<file path="src/rtl/imcr_pkg.sv">
package imcr_pkg;

  localparam int ROLE_BIT = 8;
  localparam int EXT_BIT  = 10;
  localparam int EN_BIT   = 11;

  // Mode code is {extended, enable}; 2'b10 is never a legal state.
  typedef enum logic [1:0] {
    MODE_OFF    = 2'b00,
    MODE_LEGACY = 2'b01,
    MODE_BAD    = 2'b10,
    MODE_EXT    = 2'b11
  } imcr_mode_e;

  // Legal mode moves: disabled <-> legacy, legacy -> extended, extended -> disabled.
  function automatic logic move_ok(imcr_mode_e from_m, imcr_mode_e to_m);
    logic ok;
    ok = 1'b0;
    unique case (from_m)
      MODE_OFF:    ok = (to_m == MODE_OFF) || (to_m == MODE_LEGACY);
      MODE_LEGACY: ok = (to_m != MODE_BAD);
      MODE_EXT:    ok = (to_m == MODE_OFF) || (to_m == MODE_EXT);
      default:     ok = 1'b0;
    endcase
    return ok;
  endfunction

endpackage

</file>
<file path="src/rtl/imcr_wr_check.sv">
module imcr_wr_check
  import imcr_pkg::*;
#(
  parameter int WORD_W  = 64,
  parameter int PA_W    = 36,
  parameter int PAGE_W  = 12
) (
  input  imcr_mode_e          cur_mode,
  input  logic [WORD_W-1:0]   wr_data,
  output logic                accept,
  output logic                mode_change
);

  localparam logic [WORD_W-1:0] ONE       = WORD_W'(1);
  localparam logic [WORD_W-1:0] BASE_MASK = ((ONE << PA_W) - ONE) & ~((ONE << PAGE_W) - ONE);
  localparam logic [WORD_W-1:0] CTRL_MASK = (ONE << ROLE_BIT) | (ONE << EXT_BIT) | (ONE << EN_BIT);
  localparam logic [WORD_W-1:0] DEF_MASK  = BASE_MASK | CTRL_MASK;

  imcr_mode_e req_mode;
  logic       rsvd_hit;

  always_comb begin
    req_mode    = imcr_mode_e'({wr_data[EXT_BIT], wr_data[EN_BIT]});
    rsvd_hit    = |(wr_data & ~DEF_MASK);
    accept      = !rsvd_hit && move_ok(cur_mode, req_mode);
    mode_change = (req_mode != cur_mode);
  end

endmodule

</file>
<file path="src/rtl/imcr_window.sv">
module imcr_window
  import imcr_pkg::*;
#(
  parameter int PG_W   = 24,
  parameter int DATA_W = 32
) (
  input  imcr_mode_e          cur_mode,
  input  logic [PG_W-1:0]     base_page,
  input  logic [PG_W-1:0]     acc_page,
  input  logic [DATA_W-1:0]   rd_in,
  input  logic                wr_in,
  output logic [DATA_W-1:0]   rd_out,
  output logic                wr_out,
  output logic                hit
);

  always_comb begin
    hit    = (cur_mode == MODE_LEGACY) && (acc_page == base_page);
    rd_out = hit ? rd_in : {DATA_W{1'b1}};
    wr_out = wr_in && hit;
  end

endmodule

</file>
<file path="src/rtl/imcr_mode_reg.sv">
module imcr_mode_reg
  import imcr_pkg::*;
#(
  parameter int WORD_W  = 64,
  parameter int PA_W    = 36,
  parameter int PAGE_W  = 12,
  parameter int DATA_W  = 32,
  parameter logic [PA_W-PAGE_W-1:0] RESET_BASE = 24'hFEE00,
  parameter logic RESET_ROLE = 1'b1
) (
  input  logic                     clk,
  input  logic                     rst_n,
  input  logic                     wr_en,
  input  logic [WORD_W-1:0]        wr_data,
  output logic [WORD_W-1:0]        reg_value,
  output logic                     wr_fault,
  output logic [1:0]               mode_o,
  output logic                     ctl_reset_req,
  output logic                     feature_o,
  input  logic [PA_W-PAGE_W-1:0]   win_page,
  input  logic [DATA_W-1:0]        win_rd_in,
  input  logic                     win_wr_in,
  output logic [DATA_W-1:0]        win_rd_out,
  output logic                     win_wr_out,
  output logic                     win_hit
);

  localparam int PG_W = PA_W - PAGE_W;
  localparam logic [WORD_W-1:0] RESET_WORD =
      (WORD_W'(RESET_BASE) << PAGE_W) |
      (WORD_W'(RESET_ROLE) << ROLE_BIT) |
      (WORD_W'(1) << EN_BIT);

  logic [WORD_W-1:0] word_q;
  logic              fault_q, fault_d;
  logic              rreq_q,  rreq_d;
  logic              load_en;
  logic              accept, mode_change;
  imcr_mode_e        cur_mode;

  assign cur_mode = imcr_mode_e'({word_q[EXT_BIT], word_q[EN_BIT]});

  imcr_wr_check #(
    .WORD_W (WORD_W),
    .PA_W   (PA_W),
    .PAGE_W (PAGE_W)
  ) u_check (
    .cur_mode    (cur_mode),
    .wr_data     (wr_data),
    .accept      (accept),
    .mode_change (mode_change)
  );

  // Next-state decision
  always_comb begin
    load_en = wr_en && accept;
    fault_d = wr_en && !accept;
    rreq_d  = load_en && mode_change;
  end

  // Stored word, clock-enabled
  always_ff @(posedge clk or negedge rst_n) begin
    if (!rst_n) begin
      word_q <= RESET_WORD;
    end else if (load_en) begin
      word_q <= wr_data;
    end
  end

  // Pulse outputs
  always_ff @(posedge clk or negedge rst_n) begin
    if (!rst_n) begin
      fault_q <= 1'b0;
      rreq_q  <= 1'b0;
    end else begin
      fault_q <= fault_d;
      rreq_q  <= rreq_d;
    end
  end

  imcr_window #(
    .PG_W   (PG_W),
    .DATA_W (DATA_W)
  ) u_window (
    .cur_mode  (cur_mode),
    .base_page (word_q[PA_W-1:PAGE_W]),
    .acc_page  (win_page),
    .rd_in     (win_rd_in),
    .wr_in     (win_wr_in),
    .rd_out    (win_rd_out),
    .wr_out    (win_wr_out),
    .hit       (win_hit)
  );

  assign reg_value     = word_q;
  assign wr_fault      = fault_q;
  assign ctl_reset_req = rreq_q;
  assign mode_o        = cur_mode;
  assign feature_o     = word_q[EN_BIT];

endmodule

</file>
<file path="config.mk">
export PLATFORM = sky130hd
export DESIGN_NAME = imcr_mode_reg
export DESIGN_NICKNAME = d
export VERILOG_FILES = /design/src/rtl/imcr_pkg.sv /design/src/rtl/imcr_wr_check.sv /design/src/rtl/imcr_window.sv /design/src/rtl/imcr_mode_reg.sv
export SDC_FILE = /design/constraint.sdc
export NUM_CORES = 1
export LEC_CHECK = 0
export CELL_PAD_IN_SITES_DETAIL_PLACEMENT = 1
export CELL_PAD_IN_SITES_GLOBAL_PLACEMENT = 1
export CORE_AREA = 2 2 83 165
export CTS_BUF_LIST = sky130_fd_sc_hd__clkbuf_8
export CTS_CLUSTER_DIAMETER = 50
export DETAILED_ROUTE_END_ITERATION = 16
export DIE_AREA = 0 0 85 167
export PLACE_DENSITY = 0.79
export SKIP_CTS_REPAIR_TIMING = 1
export SLEW_MARGIN = 5
export SYNTH_ARGS = -nofsm -noshare
export SYNTH_HDL_FRONTEND = slang
export SYNTH_SLANG_ARGS = --single-unit
</file>
<file path="constraint.sdc">
create_clock -name clk -period 4.6 [get_ports clk]
set_input_delay 0.92 -clock clk [delete_from_list [all_inputs] [get_ports clk]]
set_output_delay 0.92 -clock clk [all_outputs]
set_load 0.02 [all_outputs]
</file>
-- After elaboration in Yosys (flattened, before gate mapping)
Index checks and enable logic that the tools add are counted.
- output and inout port bits: 103
- bits in registers: 66
- bits of input ports: 124
- word-level logic and storage cells: 25
- reduce and logical (&&, ||, !) cells: 13
- eq/ne operators: 7
- muxes and demuxes: 2
- operators with widths (cell ; number):
    $reduce_or A37 Y1 ; 1
    $mux W32 ; 1
    $eq A24 B24 Y1 ; 1
    $logic_and A1 B1 Y1 ; 6
    $eq A2 B1 Y1 const B ; 2
    $eq A2 B2 Y1 const B ; 2
    $logic_not A2 Y1 ; 2
    $pmux W1 S3 ; 1
    $logic_not A1 Y1 ; 2
    $logic_or A1 B1 Y1 ; 2
    $ne A2 B2 Y1 ; 1
    $ne A2 B2 Y1 const B ; 1

-- Depth between registers and ports, before layout
- depth in word-level cells: 6
- mapped depth: 8
- depth with buffers taken out: 6

-- By module
Synthesis repeated with hierarchy kept, for this count alone.
- cell total of the unflattened synthesis: 243
- area total of the unflattened synthesis: 3270.6 um^2
- modules (own cells, without submodules) (module ; sequential area each (um^2) ; cells an instance ; area an instance (um^2) ; instances):
    imcr_mode_reg ; 1666.6 ; 142 ; 2538.7 ; 1
    imcr_window ; 0.0 ; 77 ; 554.3 ; 1
    imcr_wr_check ; 0.0 ; 24 ; 177.7 ; 1

-- Worst setup path before layout
Ideal clock, no wire load.
- path kind: in2out
- start: input port win_page[4]
- end: output port win_rd_out[10]
- stages on the path: 5
- data arrival time: 2288 ps
- path slack: 1392 ps
- buffers on the path: 1
- data required time: 3680 ps
- path through: xnor2_1 > nand4_1 > nor4_1 > clkbuf_1 > nand3b_1
- cells in the longest elaborated chain, start to end: 3
- ends and longest elaborated chain (what ; line ; RTL):
    start: declaration ; imcr_mode_reg.sv:20 ; input logic [PA_W-PAGE_W-1:0] win_page,
    $eq A24 B24 Y1 ; imcr_window.sv:18 ; hit = (cur_mode == MODE_LEGACY) && (acc_page == base_page);
    $logic_and A1 B1 Y1 ; imcr_window.sv:18 ;
    $mux W32 ; imcr_window.sv:19 ; rd_out = hit ? rd_in : {DATA_W{1'b1}};
    end: declaration ; imcr_mode_reg.sv:23 ; output logic [DATA_W-1:0] win_rd_out,
No other way between the ends.

-- Final worst setup path
- start: input port win_page[23]
- end: output port win_wr_out
- cells in the longest elaborated chain, start to end: 3
- ends and longest elaborated chain (what ; line ; RTL):
    $eq A24 B24 Y1 ; imcr_window.sv:18 ;
    $logic_and A1 B1 Y1 ; imcr_window.sv:18 ;
    $logic_and A1 B1 Y1 ; imcr_window.sv:20 ; wr_out = wr_in && hit;
    end: declaration ; imcr_mode_reg.sv:24 ; output logic win_wr_out,
No other way between the ends.

==> summary.txt <==
Clock network
  • Total CTS buffers: 9
  • Clk buf depth: 2
  • Clk_lat worst skew: between 0.3 and 0.4 ns
  • H-tree Lvls: 3
  • Clk sinks: 66
  • CTS tree: built
  • Clock transition at path regs: around 0.07 ns
  • Root Buffer: clkbuf_8

Routing
  • Post-DRT Antenna Nets: 0
  • Vias per inst: 4.50
  • Initial DRC Count: 71
  • WL/cell: between 15 and 20 µm
  • Routed via count: approximately 2800
  • Number of remaining DRC errors: 0
  • DRT Pass-1 Iters: 4
  • Drt total wl: around 11 mm

Logic synthesis
  • Post-Synthesis Cell Area: between 3000 and 4000 µm²
  • Share of the synthesized area in the top cell type: between 40 and 50%
  • Commonest cells post-synth: dfrtp_1 (54), nor2b_1 (37), nand3b_1 (32), xnor2_1 (24), mux2_1 (23)
  • Post-synthesis net count: between 300 and 400
  • Adder-Cell Fraction of Synth Area: under 10%
  • Largest cells by area after synthesis: dfrtp_1 (44%), dfstp_2 (10%), mux2_1 (8.5%), nand3b_1 (7.9%), nor2b_1 (7.6%)
  • Main combinational cell family by area after synthesis: simple AND/OR/NAND/NOR gates
  • Yosys warns: 0
  • Syn Area/Cell: 12.6 µm²
  • Post-synthesis xor/xnor area fraction: under 10%
  • Synth Instances: approximately 240
  • Largest area contributor in the netlist: dfrtp_1
  • Simple-gate portion of the synthesized area: 22.2%
  • Post-synthesis mux area share: around 10%
  • Most instantiated library cell after synthesis: dfrtp_1
  • Post-synth EDFFs: 0
  • Synth Area in Compound Gates: less than 1%
  • Main synth FF type: dfrtp_1
  • Seq/Total Area, Yosys: 54.9%
  • Fraction of registers with async set/reset: 100%
  • Yosys cell types: 30
  • Flops & latches, synth: between 60 and 70

Power
  • Leak Pwr: approximately 2.4 nW
  • Peak supply drop: 0.220 mV
  • P_int: 1.06 mW
  • Seq pwr share: a little over two fifths
  • Sw Pwr: ~0.27 mW
  • P per Cell Area: approximately 230 nW/µm²
  • Clk network pwr share: a little under half
  • Net Sw Frac: 20.3%
  • Power share of the combinational group: a little over a tenth

Hold path
  • Hold Crit Endpoint: reg_value[9]
  • Hold Path Origin: reg_value[9]
  • Hold depth: 1
  • Hold Path Class: flip-flop to flip-flop

Die
  • Die area: 14200 µm²
  • Chip height: about 170 µm
  • I/O pin total: between 200 and 250
  • Core area: 12900 µm²
  • Die Wd: 85 µm
  • Starting Density: between 20% and 30%
  • Num rows: approximately 60

STA
  • Fin. max-slew vios: 0
  • Setup Viol. Count Final: 0
  • Slew HR: roughly two fifths
  • Highest clock rate: between 0.2 and 0.25 GHz
  • Slew @ Worst Pin: between 0.8 and 0.9 ns
  • Clock Skews: around 0.0076 ns
  • Min Clock Period, post-route: approximately 4.1 ns
  • Fin crit share: 88.3%
  • Worst Hold Margin: 0.506 ns
  • Fin. Hold Viols: 0
  • Final setup margin: ~0.54 ns
  • Final TNS setup: 0 ns
  • RSZ-0062 raised after global routing: no

GRT
  • First-pass GRT wire length: 17.4 mm
  • Largest net degree at the start of global routing: 65
  • Vias in the first global route: 3193
  • Congestion Overflow GR: 0
  • Overall Global Routing Usage: between 10% and 20%
  • Initial antenna violation count: 0

Setup path
  • R2r startpoint: reg_value[11]
  • CP Capture Type: output pin
  • Setup crit start: win_page[23]
  • R2R Setup Slk: roughly 2.1 ns
  • CP max FO: 34
  • Reg2Reg Depth: 6
  • Worst setup SP type: input pin
  • Crit path DAT: about 3.1 ns
  • Critical path class: input pin to output pin
  • Critical path required time: 3.68 ns
  • Reg-to-Reg End: reg_value[34]

Cells and area
  • Filler cells: 1382
  • Nets: between 500 and 600
  • Number of diodes: 0
  • Share of cells above drive strength 1: under 10%
  • Layout area overhead: 87.7%
  • Fin util: 44.1%
  • Design area: about 5700 µm²

Run status
  • Status: finished, final reports clean

Place
  • Setup WS pre-CTS: ~0.42 ns
  • Number of port buffers: around 230
  • Post-DP HPWL: approximately 8.9 mm
  • Area after DPL: approximately 5500 µm²
  • Final RePlAce weighted congestion: between 0.7 and 0.8

Flow run
  • Max-cap violations: 0
-- critical path, stage by stage --
cell and delay (ns):
clkdlybuf4s50_1 0.43, xnor2_1 0.26, nand4_1 0.18, nor4_2 0.34
buf_12 0.23, and3_1 0.17, clkdlybuf4s50_1 0.60
-- state kept, by name (all words and copies together) (netlist names) --
register / flops
ctl_reset_req: 1
wr_fault: 1
reg_value: 64
-- cell type report --
type,count,area (µm²),area share [%]
inverters,2,7.51,0.132
well taps,152,190,3.34
clock inverters,6,113,1.97
clock buffers,10,138,2.41
flip-flops and latches,66,1670,29.2
repair buffers,230,2310,40.6
multi-input cells,158,1270,22.4
-- through the flow --
step                instances  power (mW)
CTS                       624        1.36
global placement          608       0.733
global route              624        1.39
detailed placement        608       0.736
floorplan                 242       0.610
finish                    624        1.33
-- how the worst max path moves through the flow --
stage                                 to
after CTS                     win_wr_out
after global placement        win_wr_out
final                         win_wr_out
after floorplan           win_rd_out[10]
after global routing          win_wr_out
after detailed placement      win_wr_out
-- logic make-up (layout without fill, tap and decap cells) --
kind of cell | after synthesis | in the layout
simple gates | 100 | 100
flops | 66 | 66
mux | 27 | 27
xor+xnor | 26 | 26
buf+inv | 18 | 248
fa+ha+maj | 3 | 3
compound gates | 2 | 2
-- power groups by stage --
stage	clock network [mW]	logic (mW)	registers (mW)
finish	0.610	0.142	0.581
global route	0.658	0.153	0.581
CTS	0.637	0.145	0.581
detailed placement	0	0.144	0.592
global placement	0	0.141	0.592
floorplan	0	0.0176	0.593
-- placed cells by master, fill, tap and decap left out, types with 2 or more instances in the layout --
cell type        Yosys  final
clkdlybuf4s50_1      0    225
dfrtp_1             54     54
nor2b_1             37     37
nand3b_1            32     32
xnor2_1             24     24
mux2_1              23     23
dfstp_2             12     12
clkbuf_8             0     10
nor4_1               9      8
nand4_1              5      5
mux2_2               4      4
ha_1                 3      3
bufinv_16            0      3
inv_1                2      2
and2_1               2      2
nor2_1               2      2
and4_1               3      2
xor2_1               2      2
nor3b_1              2      2
buf_12               0      2
buf_4                4      2
-- per-layer routing --
layer	up-vias	global-route usage, %	wire (µm)
met1	1357	15.7	3800
met2	160	30.4	6280
met5	-	0	0
li1	1276	-	-
met3	15	4.46	824
met4	0	5.24	195
Note: power is estimated with default switching activity, not from simulation.
